File: src/rtl/seg_loader_pkg.sv
// Shared types of the segment loader.
// Assumes: nothing beyond IEEE 1800-2017.
package seg_loader_pkg;

    // Sequencer states: idle, copying stream bytes, writing a pad zero, writing the zero tail
    typedef enum logic [1:0] {
        LS_IDLE,
        LS_COPY,
        LS_PAD,
        LS_ZERO
    } ld_state_t;

    // What the screen decides for a presented descriptor
    typedef enum logic [1:0] {
        ACT_SKIP,
        ACT_REJECT,
        ACT_EMPTY,
        ACT_RUN
    } seg_act_t;

    // Source bytes per instruction before a pad byte is inserted
    localparam int unsigned GROUP_BYTES = 3;

endpackage

File: src/rtl/seg_loader_screen.sv
// Descriptor screen: classifies a presented descriptor as skip, reject,
// empty or run, and computes the zero-tail length of a data segment.
// Assumes: purely combinational; the sum check is one bit wider than the
// size fields so that it cannot overflow.
module seg_loader_screen
    import seg_loader_pkg::*;
#(
    parameter int LEN_W     = 32,
    parameter int TYPE_W    = 4,
    parameter int LOAD_CODE = 1
) (
    input  logic [TYPE_W-1:0] desc_type,
    input  logic              is_exec,
    input  logic [LEN_W-1:0]  desc_offset,
    input  logic [LEN_W-1:0]  desc_filesz,
    input  logic [LEN_W-1:0]  desc_memsz,
    input  logic [LEN_W-1:0]  image_size,
    output seg_act_t          act,
    output logic [LEN_W-1:0]  tail_len
);

    logic [LEN_W:0] span;
    logic           overrun;

    // End of segment inside the image, and the bounds test against the image size
    always_comb begin
        span    = {1'b0, desc_offset} + {1'b0, desc_filesz};
        overrun = span > {1'b0, image_size};
    end

    // Zero tail applies only to data segments that are larger in memory than in the file
    always_comb begin
        if (!is_exec && (desc_memsz > desc_filesz)) begin
            tail_len = desc_memsz - desc_filesz;
        end else begin
            tail_len = '0;
        end
    end

    // Classification, ordered by priority: type first, then bounds, then size
    always_comb begin
        if (desc_type != TYPE_W'(LOAD_CODE)) begin
            act = ACT_SKIP;
        end else if (overrun) begin
            act = ACT_REJECT;
        end else if ((desc_filesz == '0) && (tail_len == '0)) begin
            act = ACT_EMPTY;
        end else begin
            act = ACT_RUN;
        end
    end

endmodule

File: src/rtl/seg_loader_fsm.sv
// Load sequencer: takes one descriptor while idle, then walks the write
// address through the copy, pad and zero-tail phases. It issues the done
// or error pulse one cycle after the deciding handshake.
// Assumes: port_ready is the ready of the port chosen by exec_sel; a write
// completes on a cycle with wr_req and port_ready both high.
module seg_loader_fsm
    import seg_loader_pkg::*;
#(
    parameter int LEN_W  = 32,
    parameter int ADDR_W = 22
) (
    input  logic              clk,
    input  logic              rst_n,
    input  logic              desc_valid,
    input  seg_act_t          act,
    input  logic              is_exec,
    input  logic [ADDR_W-1:0] base_addr,
    input  logic [LEN_W-1:0]  filesz,
    input  logic [LEN_W-1:0]  tail_len,
    input  logic              in_valid,
    input  logic              port_ready,
    output logic              desc_ready,
    output logic              in_ready,
    output logic              wr_req,
    output logic              wr_zero,
    output logic              exec_sel,
    output logic [ADDR_W-1:0] wr_addr,
    output logic              seg_done,
    output logic              seg_err
);

    ld_state_t         state;
    logic [ADDR_W-1:0] addr_q;
    logic [LEN_W-1:0]  rem_q;
    logic [LEN_W-1:0]  zrem_q;
    logic [1:0]        phase_q;
    logic              exec_q;
    logic              done_q;
    logic              err_q;
    logic              fire;
    logic              take;

    // Handshake and write request decode for the current state
    always_comb begin
        desc_ready = (state == LS_IDLE);
        take       = desc_ready && desc_valid;
        in_ready   = (state == LS_COPY) && port_ready;
        wr_req     = ((state == LS_COPY) && in_valid) ||
                     (state == LS_PAD) || (state == LS_ZERO);
        wr_zero    = (state != LS_COPY);
        fire       = wr_req && port_ready;
    end

    // State, counters and pulse registers
    always_ff @(posedge clk) begin
        if (!rst_n) begin
            state   <= LS_IDLE;
            addr_q  <= '0;
            rem_q   <= '0;
            zrem_q  <= '0;
            phase_q <= '0;
            exec_q  <= 1'b0;
            done_q  <= 1'b0;
            err_q   <= 1'b0;
        end else begin
            done_q <= 1'b0;
            err_q  <= 1'b0;
            unique case (state)
                LS_IDLE: begin
                    if (take) begin
                        exec_q  <= is_exec;
                        addr_q  <= base_addr;
                        rem_q   <= filesz;
                        zrem_q  <= tail_len;
                        phase_q <= '0;
                        unique case (act)
                            ACT_SKIP:   state <= LS_IDLE;
                            ACT_REJECT: err_q <= 1'b1;
                            ACT_EMPTY:  done_q <= 1'b1;
                            ACT_RUN:    state <= (filesz == '0) ? LS_ZERO : LS_COPY;
                        endcase
                    end
                end
                LS_COPY: begin
                    if (fire) begin
                        addr_q  <= addr_q + 1'b1;
                        rem_q   <= rem_q - 1'b1;
                        phase_q <= (phase_q == 2'(GROUP_BYTES - 1)) ? 2'd0 : phase_q + 2'd1;
                        if (exec_q && (phase_q == 2'(GROUP_BYTES - 1))) begin
                            state <= LS_PAD;
                        end else if (rem_q == LEN_W'(1)) begin
                            if (zrem_q != '0) begin
                                state <= LS_ZERO;
                            end else begin
                                done_q <= 1'b1;
                                state  <= LS_IDLE;
                            end
                        end
                    end
                end
                LS_PAD: begin
                    if (fire) begin
                        addr_q <= addr_q + 1'b1;
                        if (rem_q == '0) begin
                            done_q <= 1'b1;
                            state  <= LS_IDLE;
                        end else begin
                            state <= LS_COPY;
                        end
                    end
                end
                LS_ZERO: begin
                    if (fire) begin
                        addr_q <= addr_q + 1'b1;
                        zrem_q <= zrem_q - 1'b1;
                        if (zrem_q == LEN_W'(1)) begin
                            done_q <= 1'b1;
                            state  <= LS_IDLE;
                        end
                    end
                end
                default: state <= LS_IDLE;
            endcase
        end
    end

    // Registered outputs brought to the ports
    always_comb begin
        exec_sel = exec_q;
        wr_addr  = addr_q;
        seg_done = done_q;
        seg_err  = err_q;
    end

endmodule

File: src/rtl/seg_loader_route.sv
// Port router: steers the single write request to the instruction or data
// port, picks the pass-through byte or a zero, and returns the chosen
// port's ready.
// Assumes: exec_sel is stable for a whole segment.
module seg_loader_route #(
    parameter int ADDR_W = 22
) (
    input  logic              wr_req,
    input  logic              wr_zero,
    input  logic              exec_sel,
    input  logic [ADDR_W-1:0] wr_addr,
    input  logic [7:0]        stream_data,
    input  logic              imem_ready,
    input  logic              dmem_ready,
    output logic              imem_we,
    output logic [ADDR_W-1:0] imem_addr,
    output logic [7:0]        imem_data,
    output logic              dmem_we,
    output logic [ADDR_W-1:0] dmem_addr,
    output logic [7:0]        dmem_data,
    output logic              port_ready
);

    localparam int NPORT = 2;

    logic [NPORT-1:0] we_v;
    logic [NPORT-1:0] rdy_v;
    logic [7:0]       wbyte;

    // Per-port enable: index 0 serves executable segments, index 1 the rest
    for (genvar g = 0; g < NPORT; g++) begin : g_port
        assign we_v[g] = wr_req && (exec_sel == (g == 0));
    end

    // Byte selection, fan-out to both ports and ready return
    always_comb begin
        rdy_v      = {dmem_ready, imem_ready};
        wbyte      = wr_zero ? 8'h00 : stream_data;
        imem_we    = we_v[0];
        dmem_we    = we_v[1];
        imem_addr  = wr_addr;
        dmem_addr  = wr_addr;
        imem_data  = wbyte;
        dmem_data  = wbyte;
        port_ready = exec_sel ? rdy_v[0] : rdy_v[1];
    end

endmodule

File: src/rtl/seg_loader.sv
// Firmware segment loader top: screens each descriptor, then writes the
// segment into instruction memory (packed 3 bytes into 4) or data memory
// (with a zero tail).
// Assumes: bytes arrive in file order after the descriptor is taken; the
// memory ports are byte-wide with valid/ready.
module seg_loader
    import seg_loader_pkg::*;
#(
    parameter int PADDR_W    = 32,
    parameter int PADDR_BITS = 20,
    parameter int LEN_W      = 32,
    parameter int TYPE_W     = 4,
    parameter int FLAG_W     = 3,
    parameter int EXEC_BIT   = 0,
    parameter int LOAD_CODE  = 1,
    localparam int ADDR_W    = PADDR_BITS + 2
) (
    input  logic               clk,
    input  logic               rst_n,
    input  logic               desc_valid,
    output logic               desc_ready,
    input  logic [TYPE_W-1:0]  desc_type,
    input  logic [FLAG_W-1:0]  desc_flags,
    input  logic [PADDR_W-1:0] desc_paddr,
    input  logic [LEN_W-1:0]   desc_offset,
    input  logic [LEN_W-1:0]   desc_filesz,
    input  logic [LEN_W-1:0]   desc_memsz,
    input  logic [LEN_W-1:0]   image_size,
    input  logic               in_valid,
    output logic               in_ready,
    input  logic [7:0]         in_data,
    output logic               imem_we,
    output logic [ADDR_W-1:0]  imem_addr,
    output logic [7:0]         imem_data,
    input  logic               imem_ready,
    output logic               dmem_we,
    output logic [ADDR_W-1:0]  dmem_addr,
    output logic [7:0]         dmem_data,
    input  logic               dmem_ready,
    output logic               seg_done,
    output logic               seg_err
);

    seg_act_t          act;
    logic [LEN_W-1:0]  tail_len;
    logic              is_exec;
    logic [ADDR_W-1:0] base_addr;
    logic              wr_req;
    logic              wr_zero;
    logic              exec_sel;
    logic [ADDR_W-1:0] wr_addr;
    logic              port_ready;
    logic              unused_bits;

    // Word address to byte address, and the executable flag pick
    always_comb begin
        base_addr   = {desc_paddr[PADDR_BITS-1:0], 2'b00};
        is_exec     = desc_flags[EXEC_BIT];
        unused_bits = ^{desc_paddr, desc_flags};
    end

    seg_loader_screen #(
        .LEN_W     (LEN_W),
        .TYPE_W    (TYPE_W),
        .LOAD_CODE (LOAD_CODE)
    ) u_screen (
        .desc_type   (desc_type),
        .is_exec     (is_exec),
        .desc_offset (desc_offset),
        .desc_filesz (desc_filesz),
        .desc_memsz  (desc_memsz),
        .image_size  (image_size),
        .act         (act),
        .tail_len    (tail_len)
    );

    seg_loader_fsm #(
        .LEN_W  (LEN_W),
        .ADDR_W (ADDR_W)
    ) u_fsm (
        .clk        (clk),
        .rst_n      (rst_n),
        .desc_valid (desc_valid),
        .act        (act),
        .is_exec    (is_exec),
        .base_addr  (base_addr),
        .filesz     (desc_filesz),
        .tail_len   (tail_len),
        .in_valid   (in_valid),
        .port_ready (port_ready),
        .desc_ready (desc_ready),
        .in_ready   (in_ready),
        .wr_req     (wr_req),
        .wr_zero    (wr_zero),
        .exec_sel   (exec_sel),
        .wr_addr    (wr_addr),
        .seg_done   (seg_done),
        .seg_err    (seg_err)
    );

    seg_loader_route #(
        .ADDR_W (ADDR_W)
    ) u_route (
        .wr_req      (wr_req),
        .wr_zero     (wr_zero),
        .exec_sel    (exec_sel),
        .wr_addr     (wr_addr),
        .stream_data (in_data),
        .imem_ready  (imem_ready),
        .dmem_ready  (dmem_ready),
        .imem_we     (imem_we),
        .imem_addr   (imem_addr),
        .imem_data   (imem_data),
        .dmem_we     (dmem_we),
        .dmem_addr   (dmem_addr),
        .dmem_data   (dmem_data),
        .port_ready  (port_ready)
    );

endmodule

File: config.mk
export PLATFORM = sky130hd
export DESIGN_NAME = seg_loader
export DESIGN_NICKNAME = d
export VERILOG_FILES = /design/src/rtl/seg_loader_pkg.sv /design/src/rtl/seg_loader_screen.sv /design/src/rtl/seg_loader_fsm.sv /design/src/rtl/seg_loader_route.sv /design/src/rtl/seg_loader.sv
export SDC_FILE = /design/constraint.sdc
export NUM_CORES = 1
export LEC_CHECK = 0
export CORE_MARGIN = 10
export CORE_UTILIZATION = 30
export CTS_CLUSTER_DIAMETER = 100
export DETAILED_ROUTE_END_ITERATION = 8
export DONT_BUFFER_PORTS = 1
export GPL_TIMING_DRIVEN = 0
export HOLD_SLACK_MARGIN = 0.02
export SYNTH_ARGS = -nofsm -noshare
export SYNTH_HDL_FRONTEND = slang
export SYNTH_SLANG_ARGS = --single-unit
File: constraint.sdc
create_clock -name clk -period 9.85 [get_ports clk]
set_input_delay 0.4925 -clock clk [delete_from_list [all_inputs] [get_ports clk]]
set_output_delay 0.4925 -clock clk [all_outputs]
set_load 0.05 [all_outputs]
== Word level (Yosys, flattened, before mapping) ==
Index checks and enable logic that the tools add are counted.
Word-level totals
  register bits: 93
  bits of input ports: 181
  output and inout port bits: 66
  logic and storage cells: 106
Operators by class
  $add $sub $neg: 6
  order comparisons: 2
  equal/unequal tests: 19
  multiplexer cells: 43
  bitwise logic cells: 1
  reductions and logical operators: 27
Operator list (number)
  32-bit two-way mux: 5
  32-bit case mux with 2 select lines: 2
  32-bit logical NOT: 3
  32-bit by 1-bit equality test with 1-bit output, second input constant: 2
  32-bit by 1-bit subtractor with 32-bit output, second input constant: 2
  22-bit two-way mux: 2
  22-bit case mux with 2 select lines: 1
  32-bit by 32-bit adder with 33-bit output: 1
  33-bit by 32-bit > comparator with 1-bit output: 1
  32-bit > comparator: 1
  32-bit nonzero test: 1
  32-bit subtractor: 1
  2-bit two-way mux: 14
  22-bit by 1-bit adder with 22-bit output, second input constant: 1
  1-bit two-way mux: 14
  2-bit by 1-bit inequality test with 1-bit output, second input constant: 6
  2-bit equality test, second input constant: 5
  1-bit logical AND: 9
  3-bit AND reduction: 3
  8-bit two-way mux: 1
  2-bit case mux with 2 select lines: 2
  2-bit case mux with 4 select lines: 1
  7-bit AND reduction: 1
  2-bit by 1-bit equality test with 1-bit output, second input constant: 2
  other kinds (13): 17

== Longest topological paths before layout ==
  depth after elaboration: 12
  depth in mapped cells: 28
  depth with buffers taken out: 28

== Modules after synthesis ==
From an unflattened synthesis, not the netlist that was laid out.
Second synthesis, totals
  cells, all modules: 1549
  area total of the unflattened synthesis: 11053.1 um^2
Modules (own cells, without submodules)
  seg_loader_fsm: instances 1, cells each 808, area each 5992.0 um^2, seq. area each 1861.8 um^2
  seg_loader_screen: instances 1, cells each 677, area each 4585.6 um^2, seq. area each 0.0 um^2
  seg_loader_route: instances 1, cells each 63, area each 471.7 um^2, seq. area each 0.0 um^2
  seg_loader: instances 1, cells each 1, area each 3.8 um^2, seq. area each 0.0 um^2

== Least setup slack after synthesis ==
No wires, ideal clock.
  path type: input -> register
  from: in desc_offset[0]
  to: reg u_fsm.state[0]
  setup time: 0.116 ns
  data arrival time: 5.469 ns
  required time: 9.734 ns
  slack: 4.264 ns
  stages: 28
  buffers on the path: 0
  cell sequence: ha_1 inv_1 fa_1 nor2b_1 o2111a_1 o31a_1 o41a_1 o311a_1 o21ai_0 nand2b_1 a21oi_1 xnor2_1 ha_1 a21o_1 a21o_1 a21oi_1 nor2_1 a211oi_1 nor3_1 nor4_1 a21oi_1 or4_1 o31ai_1 ha_1 a21oi_1 nor3_1 o211ai_1 o211a_1
On the way
  word-level cells in the longest chain between the ends: 8
  elaborated cells between the ends (all ways): 11
  classes of those cells: add/sub (1); order compare (1); eq/ne (2); mux (5); reduce/logical (2)
RTL lines
  from (decl): RTL line seg_loader.sv:25  | input logic [LEN_W-1:0] desc_offset,
  32-bit by 32-bit adder with 33-bit output (*): RTL line seg_loader_screen.sv:27  | span = {1'b0, desc_offset} + {1'b0, desc_filesz};
  33-bit by 32-bit > comparator with 1-bit output (*): RTL line seg_loader_screen.sv:28  | overrun = span > {1'b0, image_size};
  2-bit two-way mux (*): RTL line seg_loader_screen.sv:44  | end else if (overrun) begin
  2-bit two-way mux (*): RTL line seg_loader_screen.sv:42  | if (desc_type != TYPE_W'(LOAD_CODE)) begin
  2-bit equality test / 2-bit logical NOT (equally long branches): RTL line seg_loader_fsm.sv:76  | unique case (act)
  2-bit case mux with 2 select lines: RTL line seg_loader_fsm.sv:76
  2-bit two-way mux: RTL line seg_loader_fsm.sv:70  | if (take) begin
  2-bit case mux with 4 select lines: RTL line seg_loader_fsm.sv:68  | unique case (state)
  to (signal assigned): RTL line seg_loader_fsm.sv:80  | ACT_RUN: state <= (filesz == '0) ? LS_ZERO : LS_COPY;
  to (decl): RTL line seg_loader_fsm.sv:32  | ld_state_t state;
Mark *: on every way between the ends. The rest lies on a longest branch, timed or not. The select of a mux whose other input is x is not followed.
A chain may end at the register's enable or synchronous reset.

== Final worst setup path ==
  from: in desc_offset[1]
  to: reg u_fsm.state[0]
Same word-level chain as after synthesis.

==> qor.txt <==
Final std cells w/o fill = 1,961
DRT Pass-1 Iters = 6
Area post-placement = 11,000 um^2
Pwr Density = 221 nW/um^2
Final hold violation count = 0
Multi-input logic area = 7710 um^2
Clock Skews = 0.0108 ns
Synthesized area per cell = 7.01 um^2
Max VDD drop = 0.172 mV
RSZ-0062 raised after global routing = false
Vias post-DR = 11,370
CTS Buf Count = 9
Register clock-pin slew on the reported worst setup and hold paths = 0.08 ns
# diodes = 0
Clock power share = 0.164
Post-synth EDFFs = 0
Fin nets = 1,789
Fmax achieved = 161 MHz
Syn Nets = 1,778
Rows = 68
DIE AREA = 42,700 um^2
FF+latch count, synth = 93
Placed cells = 1,945
Clk Tree Root Cell = clkbuf_16
Max_cap viols = 0
Routed WL = 41.1 mm
# DRC = 0
Die height = 207 um
Psw = 1.35 mW
Ports = 247
GPL Wtd Cong = 0.919
Main flop type after synthesis = dfxtp_1
GRT Util Overall = 0.183
Port Buffers = 0
Worst setup SP type = input port
Worst Path Arrival = 6.45 ns
Mapped cell area = 10,400 um^2
Setup TNS = 0 ns
Routed len/inst = 21.0 um
Max clock buf depth = 2
Finished Cell Area = 11,300 um^2
Combinational Power Share = 0.564
Final min period = 6.20 ns
Fin. max-slew vios = 0
Relative slew slack = 0.281
Register area = 1860 um^2
Worst R2R Start = u_fsm.zrem_q[9]
Layout area overhead = 8.66%
Filler cells = 3,735
Initial Utilization = 0.303
Fraction of synthesis flops using an asynchronous set or reset pin = 0
Static Leakage = 4.74 nW
H-tree levels = 3
Layout cells sized above 1 = 0.0505
Setup slack after layout = 3.65 ns
Critical path fanouts, max = 4
Die extent in x = 207 um
Overall power = 2.51 mW
Period utilisation layout = 0.629
Critical path endpoint category = register
Antenna violations before repair = 1
DR vias/cell = 5.80
Reg2Reg Depth = 9
Final setup vio count = 0
Area leader, netlist = dfxtp_1
# clock sinks = 93
CTS tree = built
Switching share of power = 0.537
Dpl ws = 3.37 ns
Reg power frac = 0.271
Clk_lat worst skew = 0.37 ns
Post-synth top area share = 0.178
Core Region = 34,500 um^2
Detailed placer's ending HPWL = 33.2 mm
Worst Setup EP = u_fsm.state[0]
First-pass GRT wire length = 61.0 mm
CTS-repair resized insts = 0
# Post-CTS Setup Buffers = 0
Status = complete, no violations
Critical Path RT = 10.11 ns
Slew @ Worst Pin = 1.07 ns
Synth cell types = 85
Routed Antenna Nets = 0
Number of global-route vias before repair = 10,579
Worst R2R Setup Slack = 6.52 ns
Crit Path Category = input port to register
Hold slack = 0.256 ns
Cell Int Power = 1.16 mW
Largest net degree at the start of global routing = 16
Syn Inst Count = 1,490
DR iter-0 viols = 1,142
Post-layout util = 0.329
Terminus of the critical flop-to-flop path = u_fsm.zrem_q[29]
Sequential element share of the synthesized area = 0.178
Post-CTS Hold Buffers = 0
Largest cells by area after synthesis = dfxtp_1 (18%), ha_1 (13%), a21oi_1 (6.9%)
GRT overflow = 0
Synthesis Warnings = 0
Hold Crit Class = input port to register
Crit. Startpoint = desc_offset[1]
## synthesized netlist by cell type (all sizes together), types with 4 or more instances
master / count
and3: 24
a211oi: 30
nand2b: 11
nor2: 166
o21a: 12
nor2b: 9
a31oi: 22
ha: 105
a311oi: 4
a21oi: 144
o41ai: 4
dfxtp: 93
o221ai: 10
inv: 93
xnor2: 37
o21bai: 8
or2: 8
xor2: 23
o211ai: 9
or3: 7
nor4: 31
nor3b: 5
nor3: 46
o211a: 4
a21o: 38
o31ai: 7
clkbuf: 74
nand2: 114
and2: 18
a221oi: 9
nand3: 43
nand4: 32
or4: 8
a22oi: 21
o21ai: 115
o22ai: 13
buf: 31
## power groups by stage
stage	Combinational, mW	Sequential, mW	Clock [mW]
2_1_floorplan	1.09	0.654	0
3_3_place_gp	1.38	0.682	0
3_5_place_dp	1.39	0.686	0
4_1_cts	1.40	0.678	0.414
5_1_grt	1.55	0.696	0.429
6_report	1.41	0.680	0.411
## worst min-delay path by stage
stage / slack (ns) / endpoint / start / depth (start not counted)
detailed placement: 0.45 / u_fsm.zrem_q[25] / u_fsm.zrem_q[25] / 2
floorplan: 0.43 / u_fsm.zrem_q[25] / u_fsm.zrem_q[25] / 2
global placement: 0.45 / u_fsm.zrem_q[25] / u_fsm.zrem_q[25] / 2
global route: 0.29 / u_fsm.exec_sel / desc_flags[0] / 2
finish: 0.26 / u_fsm.exec_sel / desc_flags[0] / 2
CTS: 0.24 / u_fsm.exec_sel / desc_flags[0] / 2
## flip-flops by register name (all words and copies together), names as in the netlist
register        cells
u_fsm.zrem_q       32
u_fsm.wr_addr      22
u_fsm.phase_q       2
u_fsm.seg_err       1
u_fsm.rem_q        32
u_fsm.exec_sel      1
u_fsm.state         2
u_fsm.seg_done      1
## cell type report
type | count | area share
inverters | 94 | 0.0311
well taps | 455 | 0.0502
clock inverters | 4 | 0.00684
multi-input cells | 1198 | 0.680
clock buffers | 12 | 0.0226
plain buffers | 105 | 0.0448
flip-flops and latches | 93 | 0.164
## critical path, stage by stage
cell      delay [ns]
ha_1            0.27
a21o_1          0.16
a21oi_1         0.20
o21ai_0         0.15
o22a_1          0.28
nand4_1         0.18
a21oi_1         0.13
o41ai_1         0.72
o21ai_0         0.38
a31oi_1         0.29
xnor2_1         0.11
ha_1            0.30
nand4_1         0.15
nor4_1          0.51
nand4_1         0.14
o21ai_0         0.10
a21oi_1         0.10
or4_1           0.66
o31ai_1         0.28
ha_1            0.19
a21oi_1         0.06
nor3_1          0.32
o211ai_1        0.15
o211a_1         0.15
## routing by layer
| metal | global-route usage | wire length, um | part of all wire |
|---|---|---|---|
| met3 | 0.0439 | 4000 | 0.097 |
| met1 | 0.230 | 16900 | 0.41 |
| met4 | 0.0631 | 1230 | 0.030 |
| met2 | 0.301 | 19000 | 0.46 |
| met5 | 0 | 13 | 0.00032 |
## placed cells by master (no fill, tap or decap), types with 22 or more instances in the layout
master,netlist,final
a31oi_1,22,22
dfxtp_1,93,93
a211oi_1,29,29
nor2_1,166,166
nand4_1,32,32
nor3_1,46,46
nor4_1,27,27
nand3_1,43,43
clkbuf_1,74,75
buf_4,30,30
ha_1,105,105
xor2_1,23,23
nand2_1,114,114
a21o_1,38,38
o21ai_0,115,115
xnor2_1,37,37
inv_1,93,93
and3_1,24,24
a21oi_1,143,143
## cells by family (layout without fill, tap and decap cells)
group,Yosys count,after routing,share of synthesized area
adders and majority gates,107,107,0.130
DFF,93,93,0.178
AOI/OAI and AO/OA,491,491,0.302
buffers and inverters,199,215,0.0825
muxes,4,4,0.00396
and+or+nand+nor,536,536,0.254
xor gates and xnor gates,60,60,0.0503
(Power assumes the default switching activity.)
